--- src/rtl/tmr_pkg.sv ---
package tmr_pkg;

    typedef enum logic [1:0] {
        PSC_DIV1  = 2'b00,
        PSC_DIV4  = 2'b01,
        PSC_DIV8  = 2'b10,
        PSC_DIV16 = 2'b11
    } psc_code_e;

    // index of each flag inside the upper nibble of the flag register
    localparam int FLG_WRAP     = 3;
    localparam int FLG_TICK     = 2;
    localparam int FLG_ACC_OVF  = 1;
    localparam int FLG_ACC_EDGE = 0;

    // low divider bits that must all be ones for a tick
    function automatic logic [3:0] psc_mask(input logic [1:0] code);
        case (psc_code_e'(code))
            PSC_DIV1:  psc_mask = 4'b0000;
            PSC_DIV4:  psc_mask = 4'b0011;
            PSC_DIV8:  psc_mask = 4'b0111;
            default:   psc_mask = 4'b1111;
        endcase
    endfunction

endpackage

--- src/rtl/tmr_prescale.sv ---
module tmr_prescale #(
    parameter int DIV_W = 4
) (
    input  logic       clk,
    input  logic       rst_n,
    input  logic [1:0] code,
    output logic       tick
);
    import tmr_pkg::*;

    typedef struct packed {
        logic [DIV_W-1:0] div;
    } psc_st_t;

    psc_st_t st_d, st_q;
    logic [DIV_W-1:0] sel_mask;

    always_comb begin
        sel_mask   = DIV_W'(psc_mask(code));
        st_d       = st_q;
        st_d.div   = st_q.div + 1'b1;
        tick       = ((st_q.div & sel_mask) == sel_mask);
    end

    always_ff @(posedge clk or negedge rst_n) begin
        if (!rst_n) st_q <= '0;
        else        st_q <= st_d;
    end

endmodule

--- src/rtl/tmr_count.sv ---
module tmr_count #(
    parameter int CNT_W = 16
) (
    input  logic             clk,
    input  logic             rst_n,
    input  logic             tick,
    output logic [CNT_W-1:0] count,
    output logic             wrap
);
    typedef struct packed {
        logic [CNT_W-1:0] cnt;
    } cnt_st_t;

    cnt_st_t st_d, st_q;

    always_comb begin
        st_d = st_q;
        if (tick) st_d.cnt = st_q.cnt + 1'b1;
        wrap  = tick && (&st_q.cnt);
        count = st_q.cnt;
    end

    always_ff @(posedge clk or negedge rst_n) begin
        if (!rst_n) st_q <= '0;
        else        st_q <= st_d;
    end

endmodule

--- src/rtl/tmr_regs.sv ---
module tmr_regs #(
    parameter int WINDOW = 64
) (
    input  logic       clk,
    input  logic       rst_n,
    input  logic       special_mode,
    input  logic       wr_en,
    input  logic       reg_sel,
    input  logic [7:0] wr_data,
    input  logic [3:0] set_evt,
    output logic [3:0] flags,
    output logic [3:0] enables,
    output logic [1:0] presc,
    output logic       locked,
    output logic [7:0] rd_data
);
    localparam int WIN_W = $clog2(WINDOW + 1);

    typedef struct packed {
        logic [3:0]       flags;
        logic [3:0]       enables;
        logic [1:0]       presc;
        logic             locked;
        logic [WIN_W-1:0] win;
    } reg_st_t;

    reg_st_t    st_d, st_q;
    logic       win_open;
    logic       presc_ok;
    logic [3:0] clr;
    logic       unused_bits;

    assign unused_bits = ^wr_data[3:2];

    always_comb begin
        st_d     = st_q;
        win_open = (st_q.win < WIN_W'(WINDOW));
        presc_ok = special_mode || (!st_q.locked && win_open);
        if (win_open) st_d.win = st_q.win + 1'b1;

        if (wr_en && !reg_sel) begin
            st_d.enables = wr_data[7:4];
            if (presc_ok) begin
                st_d.presc = wr_data[1:0];
                if (!special_mode) st_d.locked = 1'b1;
            end
        end

        clr        = (wr_en && reg_sel) ? wr_data[7:4] : 4'b0000;
        st_d.flags = (st_q.flags & ~clr) | set_evt;
    end

    always_ff @(posedge clk or negedge rst_n) begin
        if (!rst_n) st_q <= '0;
        else        st_q <= st_d;
    end

    always_comb begin
        flags   = st_q.flags;
        enables = st_q.enables;
        presc   = st_q.presc;
        locked  = st_q.locked;
        rd_data = reg_sel ? {st_q.flags, 4'b0000}
                          : {st_q.enables, 2'b00, st_q.presc};
    end

endmodule

--- src/rtl/tmr_core.sv ---
module tmr_core #(
    parameter int CNT_W  = 16,
    parameter int DIV_W  = 4,
    parameter int WINDOW = 64
) (
    input  logic             clk,
    input  logic             rst_n,
    input  logic             special_mode,
    input  logic             wr_en,
    input  logic             reg_sel,
    input  logic [7:0]       wr_data,
    input  logic             rti_evt,
    input  logic             acc_ovf_evt,
    input  logic             acc_edge_evt,
    output logic [7:0]       rd_data,
    output logic [CNT_W-1:0] count,
    output logic             irq
);
    import tmr_pkg::*;

    logic       tick_w;
    logic       wrap_w;
    logic [1:0] presc_w;
    logic [3:0] flags_w;
    logic [3:0] en_w;
    logic       locked_w;
    logic [3:0] set_w;

    always_comb begin
        set_w               = '0;
        set_w[FLG_WRAP]     = wrap_w;
        set_w[FLG_TICK]     = rti_evt;
        set_w[FLG_ACC_OVF]  = acc_ovf_evt;
        set_w[FLG_ACC_EDGE] = acc_edge_evt;
        irq                 = |(flags_w & en_w);
    end

    tmr_prescale #(.DIV_W(DIV_W)) psc_i (
        .clk   (clk),
        .rst_n (rst_n),
        .code  (presc_w),
        .tick  (tick_w)
    );

    tmr_count #(.CNT_W(CNT_W)) cnt_i (
        .clk   (clk),
        .rst_n (rst_n),
        .tick  (tick_w),
        .count (count),
        .wrap  (wrap_w)
    );

    tmr_regs #(.WINDOW(WINDOW)) regs_i (
        .clk          (clk),
        .rst_n        (rst_n),
        .special_mode (special_mode),
        .wr_en        (wr_en),
        .reg_sel      (reg_sel),
        .wr_data      (wr_data),
        .set_evt      (set_w),
        .flags        (flags_w),
        .enables      (en_w),
        .presc        (presc_w),
        .locked       (locked_w),
        .rd_data      (rd_data)
    );

endmodule

--- config.mk ---
export PLATFORM = sky130hd
export DESIGN_NAME = tmr_core
export DESIGN_NICKNAME = d
export VERILOG_FILES = /design/src/rtl/tmr_pkg.sv /design/src/rtl/tmr_prescale.sv /design/src/rtl/tmr_count.sv /design/src/rtl/tmr_regs.sv /design/src/rtl/tmr_core.sv
export SDC_FILE = /design/constraint.sdc
export NUM_CORES = 1
export LEC_CHECK = 0
export BUFFER_PORTS_ARGS = -buffer_cell sky130_fd_sc_hd__buf_4
export CAP_MARGIN = 25
export CELL_PAD_IN_SITES_DETAIL_PLACEMENT = 0
export CELL_PAD_IN_SITES_GLOBAL_PLACEMENT = 1
export CORE_MARGIN = 2
export CORE_UTILIZATION = 25
export CTS_CLUSTER_SIZE = 16
export DETAILED_ROUTE_END_ITERATION = 10
export GPL_TIMING_DRIVEN = 0
export HOLD_SLACK_MARGIN = 0.15
export PLACE_DENSITY_LB_ADDON = 0.1
export SLEW_MARGIN = 20
export SYNTH_ARGS = -nofsm -noshare
export SYNTH_HDL_FRONTEND = slang
export SYNTH_SLANG_ARGS = --single-unit
export TNS_END_PERCENT = 50
--- constraint.sdc ---
create_clock -name clk -period 1.4 [get_ports clk]
set_clock_uncertainty 0.15 [all_clocks]
set_input_delay 0.28 -clock clk [delete_from_list [all_inputs] [get_ports clk]]
set_output_delay 0.28 -clock clk [all_outputs]
set_load 0.05 [all_outputs]
* Word-level counts from Yosys, hierarchy flattened
Index checks and enable logic that the tools add are counted.
** Cells by class
- Muxes and demuxes :: 3
- $add $sub $neg :: 3
- Order comparisons :: 1
- Reductions and logical operators :: 12
- Bitwise logic cells :: 6
- Equality and inequality tests :: 3
** Operator list (number)
- $add A16 B1 Y16 const B :: 1
- $reduce_and A16 Y1 :: 1
- $and A4 B4 Y4 :: 3
- $pmux W4 S3 :: 1
- $mux W8 :: 1
- $add A7 B1 Y7 const B :: 1
- $lt A7 B7 Y1 const B :: 1
- $add A4 B1 Y4 const B :: 1
- $eq A4 B4 Y1 :: 1
- $logic_and A1 B1 Y1 :: 4
- $mux W4 :: 1
- $not A4 Y4 :: 1
- $or A4 B4 Y4 :: 1
- $reduce_or A4 Y1 :: 1
- $reduce_and A3 Y1 :: 1
- $eq A2 B1 Y1 const B :: 1
- $eq A2 B2 Y1 const B :: 1
- $logic_not A1 Y1 :: 2
- $logic_not A2 Y1 :: 1
- $reduce_and A2 Y1 :: 1
- $logic_or A1 B1 Y1 :: 1
- $not A1 Y1 :: 1
** Word-level totals
- Input port bits :: 16
- Flip-flop bits (word level) :: 38
- Output and inout port bits :: 25

* Depth between registers and ports, before layout
Gate-level depths: netlist (run 1).
- Depth after elaboration :: 6
- Mapped depth :: 5

* By module
Synthesis (run 1) repeated with hierarchy kept, for this count alone.
** Second synthesis, totals
- Cell total of the unflattened synthesis :: 158
- Area, all modules :: 1826.8 sq um
** By module, submodules not included
- tmr_regs :: cells each 74, instances 1, area each 892.1 sq um
- tmr_count :: cells each 67, instances 1, area each 754.5 sq um
- tmr_prescale :: cells each 14, instances 1, area each 161.4 sq um
- tmr_core :: cells each 3, instances 1, area each 18.8 sq um

* Worst setup path after synthesis (run 1)
No wires, ideal clock.
- Path type :: register to register
- From :: register cnt_i.st_q (netlist bit cnt_i.count[0])
- To :: register cnt_i.st_q (netlist bit cnt_i.count[6])
- Setup slack :: -394 ps
- Period minus slack after synthesis :: 1794 ps
- Arrival time :: 1502 ps
- Data required time :: 1108 ps
- Stages on the path, launching flop included :: 6
- Cell sequence :: dfrtp_1 -> ha_1 -> nand3_1 -> nor2_2 -> nand4_1 -> xnor2_1
** Between the ends
- Word-level cells in the longest chain between the ends :: 1
** RTL lines
- from (decl) :: line tmr_count.sv:14 : cnt_st_t st_d, st_q;
- from (signal assigned) :: line tmr_count.sv:25 : else st_q <= st_d;
- $add A16 B1 Y16 :: line tmr_count.sv:18 : if (tick) st_d.cnt = st_q.cnt + 1'b1;
Every way passes these cells.
A chain may end at the register's enable or synchronous reset.

* Worst setup path after layout (run 1)
- From :: register regs_i.st_q (netlist bit regs_i.flags[2])
- To :: output port rd_data[6]
** Between the ends
- Word-level cells in the longest chain between the ends :: 1
** RTL lines
- from (decl) :: line tmr_regs.sv:27 : reg_st_t st_d, st_q;
- from (signal assigned) :: line tmr_regs.sv:55 : else st_q <= st_d;
- $mux W8 :: line tmr_regs.sv:63 : rd_data = reg_sel ? {st_q.flags, 4'b0000}
- to (decl) :: line tmr_core.sv:15 : output logic [7:0] rd_data,
Every way passes these cells.

==> reports/metrics.csv, run 1 <==
stage,metric,value,unit
yosys,Post-Syn Area,1740,um^2
floorplan,die area,7660,um^2
pwr,worst vdd ir,933,uV
clock_tree,Root Buffer,clkbuf_8,
global_routing,overall global routing resource usage,0.113,
setup_path,Crit. End Element,primary output,
timing,max-slew violations,0,
placement,IO Port Bufs,36,
setup_path,FF-to-FF setup slack,-90,ps
setup_path,CP Launch Type,flop,
final_layout,Nets,221,
floorplan,core area,6760,um^2
timing,FMAX,642,MHz
placement,HPWL Detailed,2.73,mm
clock_tree,H-tree Lvls,2,
clock_tree,clock slew at reported path FFs,70,ps
yosys,Post-Synth XOR/XNOR Area,0.111,
route,Final ANT Viol Nets,0,
global_routing,initial antenna violation count,0,
global_routing,vias in the first global route,1337,
yosys,"Async S/R FF share, synth",1.00,
setup_path,worst-path fanout max,3,
final_layout,Util after Layout,0.381,
clock_tree,clk buf depth,2,
setup_path,FF-to-FF End,cnt_i.count[15],
route,DRT Pass-1 Iters,3,
final_layout,area delta synth->final,47.7,%
route,top routing layer used,met4,
floorplan,FP Rows,30,
route,total number of vias,1266,
job,Max Cap Violations,0,
worst_hold_path,Hold Path Sink,regs_i.flags[1],
worst_hold_path,Hold Path Stages,3,
yosys,Area contributors post-synth,"dfrtp_1, xnor2_1, mux2_2",
setup_path,R2R depth,5,
clock_tree,CTS sink cnt,38,
worst_hold_path,min-delay worst type,primary input to flop,
final_layout,Antenna diodes,0,
yosys,main combinational cell family by area after synthesis,simple AND/OR/NAND/NOR gates,
route,WL met2,1.91,mm
yosys,Post-Synth Simple-Gate Area,0.162,
yosys,cells after synthesis,143,
global_routing,largest net degree at the start of global routing,39,
yosys,Seq cells post-synth,38,
floorplan,I/O pin total,41,
final_layout,most frequent cells in the layout,"buf_4, dfrtp_1, xnor2_1",
pwr,Pwr per Cell Area,1360,nW/um^2
clock_tree,TritonCTS clock tree,done,
timing,Final Cycle Share,1.11,
yosys,Syn Area/Cell,12.2,um^2
pwr,leak pwr,1.06,nW
clock_tree,clock network latency to the later pin of the worst-skew pair,290,ps
yosys,Synth Area in Adders,0.0215,
floorplan,starting density of the core,0.258,
yosys,register area share after synthesis,0.546,
route,initial DRC count,38,
final_layout,Non-Filler Instances,283,
worst_hold_path,hold wc startpoint,wr_en,
final_layout,"most common cell after layout, fill and taps aside",buf_4,
yosys,Yosys warnings,0,
floorplan,Die Ht,87.5,um
yosys,"Distinct cells, synth",29,
status,status,"complete, but fails checks",
global_routing,GR Overflow Total,0,
timing,Final Setup Violations,23,
setup_path,CP Launch Point,regs_i.flags[2],
yosys,Synth top area share,0.546,
timing,final hold violations,0,
route,Via density,4.47,
placement,placed instance count,260,
yosys,number of synthesized flops with an enable pin,0,
yosys,mux contribution to synthesized area,0.0775,
setup_path,CP arrival,1130,ps
placement,DP Worst Slack,-205,ps
timing,final setup TNS,-1700,ps
route,WL final,3.98,mm
setup_path,critical path class,flop to primary output,
global_routing,first-pass GRT wire length,6.58,mm
yosys,leading area contributor after synthesis,dfrtp_1,
clock_tree,CTS Buf Count,5,
setup_path,Required @ worst endpoint,970,ps
route,post-DR wirelength/cell,14.0,um
yosys,dominant synthesized flop cell,dfrtp_1,
status,violated checks,setup timing,
timing,PnR worst setup slack,-158,ps
yosys,Synth Area in Compound Gates,0.0581,
route,drc violations,0,
placement,routability cong.,0.793,
setup_path,reg2reg start,regs_i.presc[0],
timing,Tmin final,1560,ps
floorplan,die span in x,87.5,um
final_layout,layout cells sized above 1,0.502,
route,Met3 Routed Length,147,um
route,Metal-1 WL,1.86,mm
timing,setup repair after global routing missed its margin,yes,
==> cell families after synthesis <==
kind of cell,Yosys count
other,1
XOR/XNOR,22
flip-flops,38
buffers and inverters,6
multiplexers,12
AND/OR/NAND/NOR,49
adder cells (fa/ha/maj),3
AO/OA/AOI/OAI,12
==> final cells by class <==
class | count | area [um^2]
Fill cell | 674 | 4180
Sequential cell | 38 | 971
Multi-Input combinational cell | 100 | 888
Timing Repair Buffer | 52 | 489
Tap cell | 80 | 100
Clock buffer | 7 | 86.3
Buffer | 3 | 26.3
Inverter | 2 | 7.51
Clock inverter | 1 | 5.00
==> worst max-delay path by stage <==
| stage | end | slack (ps) | cells past startpoint |
|---|---|---|---|
| 2_1_floorplan | rd_data[0] | -180 | 2 |
| 3_3_place_gp | cnt_i.count[1] | -170 | 3 |
| 3_5_place_dp | cnt_i.count[1] | -210 | 3 |
| 4_1_cts | irq | -170 | 3 |
| 5_1_grt | irq | -200 | 3 |
| 6_report | rd_data[6] | -160 | 2 |
==> layer usage <==
layer  GRT usage  vias to the layer above
met5           0                        -
met4      0.0420                        0
met3      0.0284                        7
met2       0.183                       27
met1       0.145                      616
li1            -                      616
==> worst max-delay path, cell delays in order (launching register included) <==
cell and delay (ps):
dfrtp_1 410, mux2_4 280, buf_8 150
==> power by group <==
group	internal (mW)	leakage [nW]	switching (mW)
logic	0.556	0.563	0.733
clock network	0.397	0.0482	0.372
registers	1.24	0.447	0.205
total	2.20	1.06	1.31
==> state kept, by name (all words and copies together) (netlist names) <==
register,cells
regs_i.locked,1
regs_i.flags,4
regs_i.st_q,7
cnt_i.count,16
psc_i.st_q,4
regs_i.presc,2
regs_i.enables,4
==> cell usage after synthesis (2+ instances only) <==
cell type and number:
a21o_1 3, inv_1 2, nor2_1 3, mux2_2 12
and3_1 4, nand4_1 7, nor2b_1 2, buf_4 2
o21bai_1 3, nand2_1 8, dfrtp_1 38, nand4b_1 3
nand2b_1 2, nand3_1 15, xor2_1 2, a22oi_1 2
ha_1 3, xnor2_1 20, nor2_2 2
==> per-stage QoR <==
step / area [um^2] / power (mW) / hold WS (ps)
after floorplan: 1790 / 2.15 / -166
after global placement: 2160 / 2.49 / 132
after detailed placement: 2160 / 2.52 / 139
after CTS: 2500 / 3.48 / 170
after global routing: 2570 / 3.71 / 185
final: 2570 / 3.51 / 175
==> repair_timing <==
action,4_1_cts,5_1_grt
pin swaps,6,6
hold buffers,11,0
gates cloned,1,0
resized for setup,29,17
endpoints found under the hold margin,48,0
endpoints found under the setup margin,27,33
setup buffers,4,0
(Power assumes the default switching activity.)
==> inputs of run 2 (changes only) <==
ABC_AREA = 1   (was default)
PLACE_DENSITY_LB_ADDON = 0.2   (was 0.1)
==> reports/metrics.csv, run 2 <==
stage,metric,value,unit,change
status,status,"complete, but fails checks",,
status,violated checks,setup timing,,
setup_path,CP arrival,1060,ps,-70 ps
floorplan,starting density of the core,0.262,,+0.00420
job,Max Cap Violations,0,,unchanged
route,initial DRC count,29,,-24%
setup_path,FF-to-FF End,cnt_i.count[12],,
setup_path,Crit path max-delay family,flip-flops,,
yosys,Synth top area share,0.495,,-0.0508
final_layout,area delta synth->final,48.4,%,
clock_tree,clock network latency to the later pin of the worst-skew pair,290,ps,about the same
placement,routability cong.,0.731,,-7.8%
floorplan,core area,7330,um^2,+8.5%
pwr,worst vdd ir,471,uV,-50%
global_routing,first-pass GRT wire length,7.88,mm,+20%
setup_path,slowest stage cell on the critical path,dfrtp_1,,
yosys,"Async S/R FF share, synth",1.00,,unchanged
final_layout,"most common cell after layout, fill and taps aside",nand2_1,,
route,post-DR wirelength/cell,10.9,um,-22%
timing,final hold violations,0,,unchanged
timing,FMAX,670,MHz,+4.5%
route,Final ANT Viol Nets,0,,unchanged
setup_path,R2R depth,8,,+3
yosys,Post-Syn Area,1920,um^2,+10%
route,Via density,4.09,,-8.6%
timing,Tmin final,1490,ps,-66.6 ps
clock_tree,CTS Buf Count,5,,unchanged
route,drc violations,0,,unchanged
yosys,most common library cells after synthesis,"nand2_1, dfrtp_1, inv_1, nor2_1, o21ai_0",,
global_routing,GR Overflow Total,0,,unchanged
timing,max-slew violations,0,,unchanged
setup_path,FF-to-FF setup slack,-40,ps,+50 ps
floorplan,die area,8400,um^2,+9.8%
global_routing,vias in the first global route,1677,,+25%
final_layout,max reg flops,16,,unchanged
global_routing,initial antenna violation count,0,,unchanged
setup_path,crit-path cells,"nand2_1, nand4_1, buf_6",,
setup_path,reg2reg start,cnt_i.count[0],,
yosys,Syn Area/Cell,7.88,um^2,-35%
yosys,Seq cells post-synth,38,,unchanged
final_layout,FILL cells,768,,+14%
yosys,dominant synthesized flop cell,dfrtp_1,,
worst_hold_path,hold wc startpoint,wr_en,,
clock_tree,TritonCTS clock tree,done,,
timing,setup repair after global routing missed its margin,yes,,
pwr,Pwr per Cell Area,1270,nW/um^2,-6.6%
yosys,most common cell in the netlist,nand2_1,,
worst_hold_path,Hold Path Stages,4,,+1
setup_path,Crit. End Element,primary output,,
floorplan,Die Ht,91.7,um,+4.8%
clock_tree,Root Buffer,clkbuf_8,,
route,WL final,4.43,mm,+11%
pwr,leak pwr,1.37,nW,+30%
setup_path,CP bufs+invs,1,,unchanged
setup_path,crit-path max cell delay,410,ps,about the same
route,DRT Pass-1 Iters,4,,+1
timing,Final Cycle Share,1.07,,-0.0476
placement,IO Port Bufs,35,,-2.8%
final_layout,layout cells sized above 1,0.330,,-0.172
yosys,Yosys warnings,0,,unchanged
pwr,total power,3.63,mW,+3.5%
clock_tree,clk buf depth,2,,unchanged
clock_tree,H-tree Lvls,2,,unchanged
timing,Final Setup Violations,11,,-52%
final_layout,final instance area,2850,um^2,+11%
global_routing,overall global routing resource usage,0.118,,+0.00494
floorplan,FP Rows,31,,+3.3%
setup_path,critical path class,flop to primary output,,
worst_hold_path,Hold Path Sink,regs_i.enables[2],,
placement,HPWL Detailed,3.02,mm,+10%
floorplan,die span in x,91.7,um,+4.8%
setup_path,worst-path fanout max,3,,unchanged
final_layout,Util after Layout,0.389,,+0.00805
timing,PnR worst setup slack,-91.8,ps,+66.6 ps
floorplan,I/O pin total,41,,unchanged
clock_tree,CTS sink cnt,38,,unchanged
yosys,leading area contributor after synthesis,dfrtp_1,,
final_layout,Nets,324,,+47%
setup_path,Required @ worst endpoint,970,ps,about the same
final_layout,Antenna diodes,0,,unchanged
yosys,Area contributors post-synth,"dfrtp_1, nand2_1, inv_1",,
yosys,"Distinct cells, synth",23,,-21%
placement,DP Area,2360,um^2,+9.3%
yosys,number of synthesized flops with an enable pin,0,,unchanged
yosys,register area share after synthesis,0.495,,-0.0508
worst_hold_path,min-delay worst type,primary input to flop,,
route,total number of vias,1656,,+31%
final_layout,most frequent cells in the layout,"nand2_1, buf_4, dfrtp_1",,
setup_path,CP Launch Type,flop,,
yosys,cells after synthesis,244,,+71%
clock_tree,clock slew at reported path FFs,80,ps,about the same
global_routing,largest net degree at the start of global routing,39,,unchanged
[run 2: timing repair]
item / CTS / global route
pin swaps: 17 / 14
gates resized for setup: 19 / 24
gates cloned: 0 / 1
setup buffers: 4 / 2
endpoints found under the setup margin: 23 / 34
endpoints found under the hold margin: 48 / 0
hold buffers: 11 / 0
[run 2: how the worst max path moves through the flow]
stage                            from         endpoint  cells after the start
floorplan              cnt_i.count[0]  cnt_i.count[10]                      8
global placement       cnt_i.count[0]  cnt_i.count[12]                      8
detailed placement     cnt_i.count[0]  cnt_i.count[12]                      8
CTS                 regs_i.enables[0]              irq                      3
global route          regs_i.flags[2]              irq                      3
finish                regs_i.flags[0]              irq                      3
[run 2: cell families (layout without fill, tap and decap cells)]
| group | Yosys count | after routing | share of synthesized area |
|---|---|---|---|
| other cells | 1 | 2 | 0.00195 |
| simple gates | 146 | 146 | 0.318 |
| buf+inv | 30 | 91 | 0.0742 |
| flops | 38 | 38 | 0.495 |
| xor+xnor | 10 | 10 | 0.0456 |
| compound gates | 16 | 16 | 0.0462 |
| fa+ha+maj | 3 | 3 | 0.0195 |
[run 2: power breakdown]
group	leakage [nW]	total [mW]	internal [mW]	switching [mW]
Sequential	0.451	1.35	1.21	0.136
Combinational	0.848	1.10	0.441	0.662
Clock	0.0714	1.18	0.761	0.419
[run 2: final cells by class]
type                            count  area [um^2]  share of cell area
Timing Repair Buffer               53          519               0.182
Inverter                           24         90.1              0.0316
Multi-Input combinational cell    177          946               0.332
Clock inverter                      2         60.1              0.0211
Buffer                              6         60.1              0.0211
Tap cell                           99          124              0.0434
Clock buffer                        6         82.6              0.0290
Sequential cell                    38          970               0.340
[run 2: stage by stage]
step                      TNS (ps)  hold WS [ps]  instances  worst slack, ps
after floorplan              -1110          -166        245             -158
after detailed placement      -450           144        379            -76.4
after global routing         -1980           259        405             -140
after global placement        -341           140        379            -76.5
final                         -298           216        405            -91.8
after CTS                     -350           206        402             -107
[run 2: metal layers]
| metal | GRT usage | vias to the layer above | part of all wire |
|---|---|---|---|
| met4 | 0.0417 | 0 | 0.010 |
| met3 | 0.0279 | 4 | 0.032 |
| met5 | 0 | - | 0 |
| met1 | 0.150 | 752 | 0.48 |
| li1 | - | 869 | - |
| met2 | 0.194 | 31 | 0.48 |
[run 2: worst register-to-register path, cell delays in order (launching register included)]
cell and delay, ps:
dfrtp_2 410, ha_4 170, nand2_4 50, nor2_4 180, nand2_4 100, nor2_4 120
nand2_1 60, nand2_1 50, nand2_1 40
